[config.mk]
export PLATFORM = sky130hd
export DESIGN_NAME = prio_irq_ctrl
export DESIGN_NICKNAME = d
export VERILOG_FILES = /design/src/rtl/aic_pkg.sv /design/src/rtl/aic_edge_sync.sv /design/src/rtl/aic_src_regs.sv /design/src/rtl/aic_prio_enc.sv /design/src/rtl/prio_irq_ctrl.sv
export SDC_FILE = /design/constraint.sdc
export NUM_CORES = 1
export LEC_CHECK = 0
export ABC_AREA = 1
export BUFFER_PORTS_ARGS = -buffer_cell sky130_fd_sc_hd__buf_2
export CAP_MARGIN = 40
export CORE_MARGIN = 8
export CORE_UTILIZATION = 35
export CTS_CLUSTER_SIZE = 16
export DETAILED_ROUTE_END_ITERATION = 8
export GPL_ROUTABILITY_DRIVEN = 1
export PLACE_DENSITY = 0.57
export SLEW_MARGIN = 20
export SYNTH_ARGS = -nofsm -noshare
export SYNTH_HDL_FRONTEND = slang
export SYNTH_HIERARCHICAL = 1
export SYNTH_SLANG_ARGS = --single-unit
export TNS_END_PERCENT = 100
[constraint.sdc]
create_clock -name clk -period 2.5 [get_ports clk]
set_clock_uncertainty 0.05 [all_clocks]
set_input_delay 0.125 -clock clk [delete_from_list [all_inputs] [get_ports clk]]
set_output_delay 0.125 -clock clk [all_outputs]
set_load 0.05 [all_outputs]
[src/rtl/aic_pkg.sv]
package aic_pkg;
  localparam int SRC_N = 32;
  localparam int VEC_W = $clog2(SRC_N);

  typedef logic [SRC_N-1:0] src_vec_t;

  typedef enum logic {
    REG_STATUS = 1'b0,
    REG_ENABLE = 1'b1
  } reg_sel_e;

  // register bit (SRC_N-1-n) <-> source n
  function automatic src_vec_t flip_order(input src_vec_t w);
    src_vec_t r;
    for (int i = 0; i < SRC_N; i++) r[i] = w[SRC_N-1-i];
    return r;
  endfunction

  function automatic src_vec_t wired_mask(input int ext_base, input int n_ext,
                                          input int int_base, input int n_int);
    src_vec_t m;
    m = '0;
    for (int i = 0; i < n_ext; i++) m[ext_base+i] = 1'b1;
    for (int i = 0; i < n_int; i++) m[int_base+i] = 1'b1;
    return m;
  endfunction
endpackage

[src/rtl/aic_edge_sync.sv]
module aic_edge_sync #(
  parameter int N = 6
) (
  input  logic         clk,
  input  logic         rst_n,
  input  logic [N-1:0] async_i,
  output logic [N-1:0] rise_o
);
  for (genvar g = 0; g < N; g++) begin : g_pin
    logic meta_q, sync_q, last_q;
    always_ff @(posedge clk or negedge rst_n) begin
      if (!rst_n) begin
        meta_q <= 1'b0;
        sync_q <= 1'b0;
        last_q <= 1'b0;
      end else begin
        meta_q <= async_i[g];
        sync_q <= meta_q;
        last_q <= sync_q;
      end
    end
    assign rise_o[g] = sync_q & ~last_q;


    rise_single_chk: assert property (@(posedge clk) disable iff (!rst_n)
      rise_o[g] |=> !rise_o[g]);
  end
endmodule

[src/rtl/aic_src_regs.sv]
module aic_src_regs
  import aic_pkg::*;
#(
  parameter src_vec_t WIRED = '1
) (
  input  logic     clk,
  input  logic     rst_n,
  input  src_vec_t set_i,
  input  logic     wr_stat_i,
  input  logic     wr_en_i,
  input  src_vec_t wdata_i,
  output src_vec_t status_o,
  output src_vec_t enable_o
);
  src_vec_t status_q, enable_q, clr_vec, status_d;

  always_comb begin
    clr_vec  = wr_stat_i ? wdata_i : '0;
    // set applied after clear: an event is never lost
    status_d = (status_q & ~clr_vec) | (set_i & WIRED);
  end

  always_ff @(posedge clk or negedge rst_n) begin
    if (!rst_n) begin
      status_q <= '0;
      enable_q <= '0;
    end else begin
      status_q <= status_d;
      if (wr_en_i) enable_q <= wdata_i;
    end
  end

  assign status_o = status_q;
  assign enable_o = enable_q;


  set_wins_chk: assert property (@(posedge clk) disable iff (!rst_n)
    (set_i != '0) |=> ((status_o & $past(set_i)) == $past(set_i)));

  clear_chk: assert property (@(posedge clk) disable iff (!rst_n)
    (wr_stat_i && set_i == '0) |=> ((status_o & $past(wdata_i)) == '0));

  status_keep_chk: assert property (@(posedge clk) disable iff (!rst_n)
    (!wr_stat_i && set_i == '0) |=> $stable(status_o));

  enable_wr_chk: assert property (@(posedge clk) disable iff (!rst_n)
    wr_en_i |=> (enable_o == $past(wdata_i)));
endmodule

[src/rtl/aic_prio_enc.sv]
module aic_prio_enc
  import aic_pkg::*;
(
  input  logic             clk,
  input  logic             rst_n,
  input  src_vec_t         pend_i,
  output logic [VEC_W-1:0] vec_o,
  output logic             none_o
);
  logic [VEC_W-1:0] sel;
  logic             found;

  always_comb begin
    sel   = '0;
    found = 1'b0;
    for (int i = SRC_N-1; i >= 0; i--) begin
      if (pend_i[i]) begin
        sel   = VEC_W'(i);
        found = 1'b1;
      end
    end
  end

  always_ff @(posedge clk or negedge rst_n) begin
    if (!rst_n) begin
      vec_o  <= '0;
      none_o <= 1'b1;
    end else begin
      vec_o  <= sel;
      none_o <= ~found;
    end
  end

  src_vec_t pend_prev;
  always_ff @(posedge clk or negedge rst_n) begin
    if (!rst_n) pend_prev <= '0;
    else        pend_prev <= pend_i;
  end


  none_chk: assert property (@(posedge clk) disable iff (!rst_n)
    (pend_i == '0) |=> (none_o && vec_o == '0));

  lowest_chk: assert property (@(posedge clk) disable iff (!rst_n)
    !none_o |-> (pend_prev[vec_o] &&
                 ((pend_prev & ((src_vec_t'(1) << vec_o) - src_vec_t'(1))) == '0)));
endmodule

[src/rtl/prio_irq_ctrl.sv]
module prio_irq_ctrl
  import aic_pkg::*;
#(
  parameter int NUM_EXT  = 6,
  parameter int NUM_INT  = 8,
  parameter int EXT_BASE = 0,
  parameter int INT_BASE = 6
) (
  input  logic               clk,
  input  logic               rst_n,
  input  logic [NUM_EXT-1:0] ext_irq_i,
  input  logic [NUM_INT-1:0] int_evt_i,
  input  logic               bus_sel_i,
  input  logic               bus_we_i,
  input  logic               bus_addr_i,
  input  logic [31:0]        bus_wdata_i,
  output logic [31:0]        bus_rdata_o,
  output logic               irq_o,
  output logic [4:0]         irq_vec_o,
  output logic               irq_none_o
);
  localparam src_vec_t WIRED = wired_mask(EXT_BASE, NUM_EXT, INT_BASE, NUM_INT);

  logic [NUM_EXT-1:0] ext_rise;
  src_vec_t set_vec, status, enable, pending, wdata_src;
  logic wr_stat, wr_en, irq_q;

  aic_edge_sync #(.N(NUM_EXT)) u_sync (
    .clk(clk), .rst_n(rst_n), .async_i(ext_irq_i), .rise_o(ext_rise)
  );

  always_comb begin
    set_vec = '0;
    for (int e = 0; e < NUM_EXT; e++) set_vec[EXT_BASE+e] = ext_rise[e];
    for (int j = 0; j < NUM_INT; j++) set_vec[INT_BASE+j] = int_evt_i[j];
  end

  assign wdata_src = flip_order(bus_wdata_i);
  assign wr_stat   = bus_sel_i && bus_we_i && (reg_sel_e'(bus_addr_i) == REG_STATUS);
  assign wr_en     = bus_sel_i && bus_we_i && (reg_sel_e'(bus_addr_i) == REG_ENABLE);

  aic_src_regs #(.WIRED(WIRED)) u_regs (
    .clk(clk), .rst_n(rst_n), .set_i(set_vec), .wr_stat_i(wr_stat),
    .wr_en_i(wr_en), .wdata_i(wdata_src), .status_o(status), .enable_o(enable)
  );

  assign bus_rdata_o = (reg_sel_e'(bus_addr_i) == REG_ENABLE) ? flip_order(enable)
                                                               : flip_order(status);
  assign pending = status & enable;

  aic_prio_enc u_enc (
    .clk(clk), .rst_n(rst_n), .pend_i(pending), .vec_o(irq_vec_o), .none_o(irq_none_o)
  );

  always_ff @(posedge clk or negedge rst_n) begin
    if (!rst_n) irq_q <= 1'b0;
    else        irq_q <= |pending;
  end
  assign irq_o = irq_q;


  irq_follow_chk: assert property (@(posedge clk) disable iff (!rst_n)
    (|pending) |=> irq_o);

  irq_none_chk: assert property (@(posedge clk) disable iff (!rst_n)
    irq_o |-> !irq_none_o);

  unwired_zero_chk: assert property (@(posedge clk) disable iff (!rst_n)
    (status & ~WIRED) == '0);
endmodule

==> summary.md <==
| Metric | Value |
|---|---|
| Status | `complete, no violations` |
| Dpl cells | `839` |
| Slew margin rel. | `0.636` |
| Switching Share | `0.308` |
| Switching Power | `1.24 mW` |
| First-pass GRT wire length | `18,300 um` |
| DRC | `0` |
| Final instance area | `5960 sq um` |
| Internal Pwr Total | `2.78 mW` |
| GRT overflow | `0` |
| Vias per cell | `4.21` |
| Final WL | `11,100 um` |
| Vias post-DR | `3,852` |
| Nets | `788` |
| LEAKAGE | `3.38 nW` |
| Highest Clock Rate | `0.454 GHz` |
| Startpoint Class | `flop` |
| I/O pin count | `90` |
| Crit. End Element | `flop` |
| Reg clk slew, reported paths | `60 ps` |
| Fin worst setup slack | `299 ps` |
| Non-filler cells, final | `915` |
| Setup CP Type | `flop to flop` |
| Cells after Synth | `590` |
| Worst skew pair latency | `340 ps` |
| RSZ-0062 raised after global routing | `true` |
| Net Count, Synth | `641` |
| Row count | `41` |
| Drt wl/cell | `12.1 um` |
| Pre-CTS setup slack | `324 ps` |
| Starting density of the core | `0.358` |
| Crit Path Max Fanout | `3` |
| Critical Path RT | `2720 ps` |
| Drt initial violations | `169` |
| Slew @ Worst Pin | `545 ps` |
| Minimum clock period | `2200 ps` |
| Die area | `16,700 sq um` |
| Final Max Slew Viols | `0` |
| Reg2Reg Launch Point | `u_regs/status_o[30]` |
| Core Area | `12,600 sq um` |
| Largest net degree at the start of global routing | `65` |
| DP HPWL | `7670 um` |
| Die W | `129 um` |
| Sequential power share | `0.412` |
| CTS tree | `yes` |
| Fin. Hold Viols | `0` |
| Clock network fraction of design power | `0.366` |
| Layout cell share with drive strength beyond 1 | `0.210` |
| Period Utilization, post-route | `0.880` |
| TritonCTS Sinks | `89` |
| Mapped Area | `4500 sq um` |
| CTS Buf Count | `9` |
| PwrDens | `675 nW/um^2` |
| # setup viols final | `0` |
| CP most frequent cell | `nand2_1` |
| Buffers from clock root to sink, at most | `2` |
| Die Ht | `129 um` |
| Area growth syn-to-layout | `32.5%` |
| Slowest cell on crit path | `dfrtp_1` |
| MaxCap Viol Count | `0` |
| Clock H-tree levels | `3` |
| Worst path max stage delay | `400 ps` |
| Worst path arrival time | `2420 ps` |
| Final ANT Viol Nets | `0` |
| GRT Total Usage | `0.138` |
| Hold Crit Class | `input pin to async pin` |
| Yosys warning count | `6` |
| Number of global-route vias before repair | `3,891` |
| GP Congestion | `0.735` |
| Avg Inst Size Synth | `7.63 sq um` |
| Root Buffer | `clkbuf_16` |
| Port Buffers | `89` |
| Drt pass-1 iters | `5` |
| Critical path launch point | `u_regs/status_o[30]` |
| Comb pwr share | `0.222` |
| Worst vdd ir | `0.397 mV` |
| CTS-repair resized insts | `0` |
| Placed inst area | `5050 sq um` |
| Initial antenna violation count | `1` |
==> critical path: cells and delay by family (launching register included) <==
family / cells / cell delay [ps]
AND/OR/NAND/NOR: 30 / 1470
flip-flops: 1 / 400
AO/OA/AOI/OAI: 1 / 120
buffers and inverters: 2 / 90
==> power by group through the flow <==
stage / Clock, mW / Combinational [mW] / Sequential (mW)
after CTS: 1.52 / 0.905 / 1.66
after detailed placement: 0 / 0.839 / 1.68
after floorplan: 0 / 0.565 / 1.72
final: 1.47 / 0.895 / 1.66
after global placement: 0 / 0.827 / 1.68
after global routing: 1.58 / 0.985 / 1.67
==> sequential cells by signal, summed over array words and instances (netlist names) <==
signal,count
irq_o,1
u_enc/vec_o,5
u_regs/status_o,32
u_sync/g_pin.last_q,6
u_enc/none_o,1
u_regs/enable_o,32
u_sync/g_pin.meta_q,6
u_sync/g_pin.sync_q,6
==> final timing paths <==
path	to	slack [ps]	cells past startpoint
max in group asynchronous	u_regs/enable_o[14]	1480	3
min in group clk	u_sync/g_pin[5].sync_q	300	0
setup / recovery	u_enc/vec_o[0]	300	33
setup reg to reg	u_enc/vec_o[0]	300	33
hold / removal	u_regs/enable_o[0]	260	2
hold reg to reg	u_sync/g_pin[5].sync_q	300	0
==> stage by stage <==
| stage | utilization | TNS (ps) | hold WS [ps] | total power, mW |
|---|---|---|---|---|
| final | 0.474 | 0 | 261 | 4.02 |
| after global routing | 0.474 | -61.3 | 286 | 4.24 |
| after CTS | 0.472 | 0 | 265 | 4.08 |
| after detailed placement | 0.401 | 0 | 99.3 | 2.52 |
| after global placement | 0.401 | 0 | 89.2 | 2.51 |
| after floorplan | - | 0 | -221 | 2.28 |
==> per-layer routing <==
layer	wire, um	share of wire	global-route usage	vias up
met4	131	0.012	0.0463	0
met3	562	0.051	0.0427	9
met1	5160	0.47	0.168	1748
li1	-	-	-	2025
met2	5230	0.47	0.229	70
met5	0	0	0	-
==> layout make-up <==
cell class              count  area (sq um)
diodes                      1          2.50
clock buffers              11           253
clock inverters             5          77.6
fillers                  1264          6610
inverters                 120           458
multi-input cells         364          1630
flip-flops and latches     89          2230
well taps                 172           215
repair buffers            153          1090
==> layout by cell type (no fill, tap or decap), types with 2 or more instances in the layout <==
cell and n:
bufinv_16 2, buf_4 8, inv_2 3, nand2_1 253
buf_12 2, clkinv_2 2, nor3_2 2, dfrtp_1 88
inv_1 116, nor4_1 3, buf_2 88, dlygate4sd3_1 55
a21boi_0 18, nor2_2 6, o21ai_1 14, a31oi_1 2
clkbuf_8 2, nor2_1 24, clkbuf_16 9, o21ai_0 4
nand2_2 13, o21ai_2 15, a21oi_1 2
==> what timing repair did <==
| action | CTS | global route |
|---|---|---|
| endpoints found under the setup margin | 0 | 1 |
| hold buffers | 55 | 0 |
| setup buffers | 0 | 4 |
| endpoints found under the hold margin | 109 | 0 |
(Power assumes the default switching activity.)
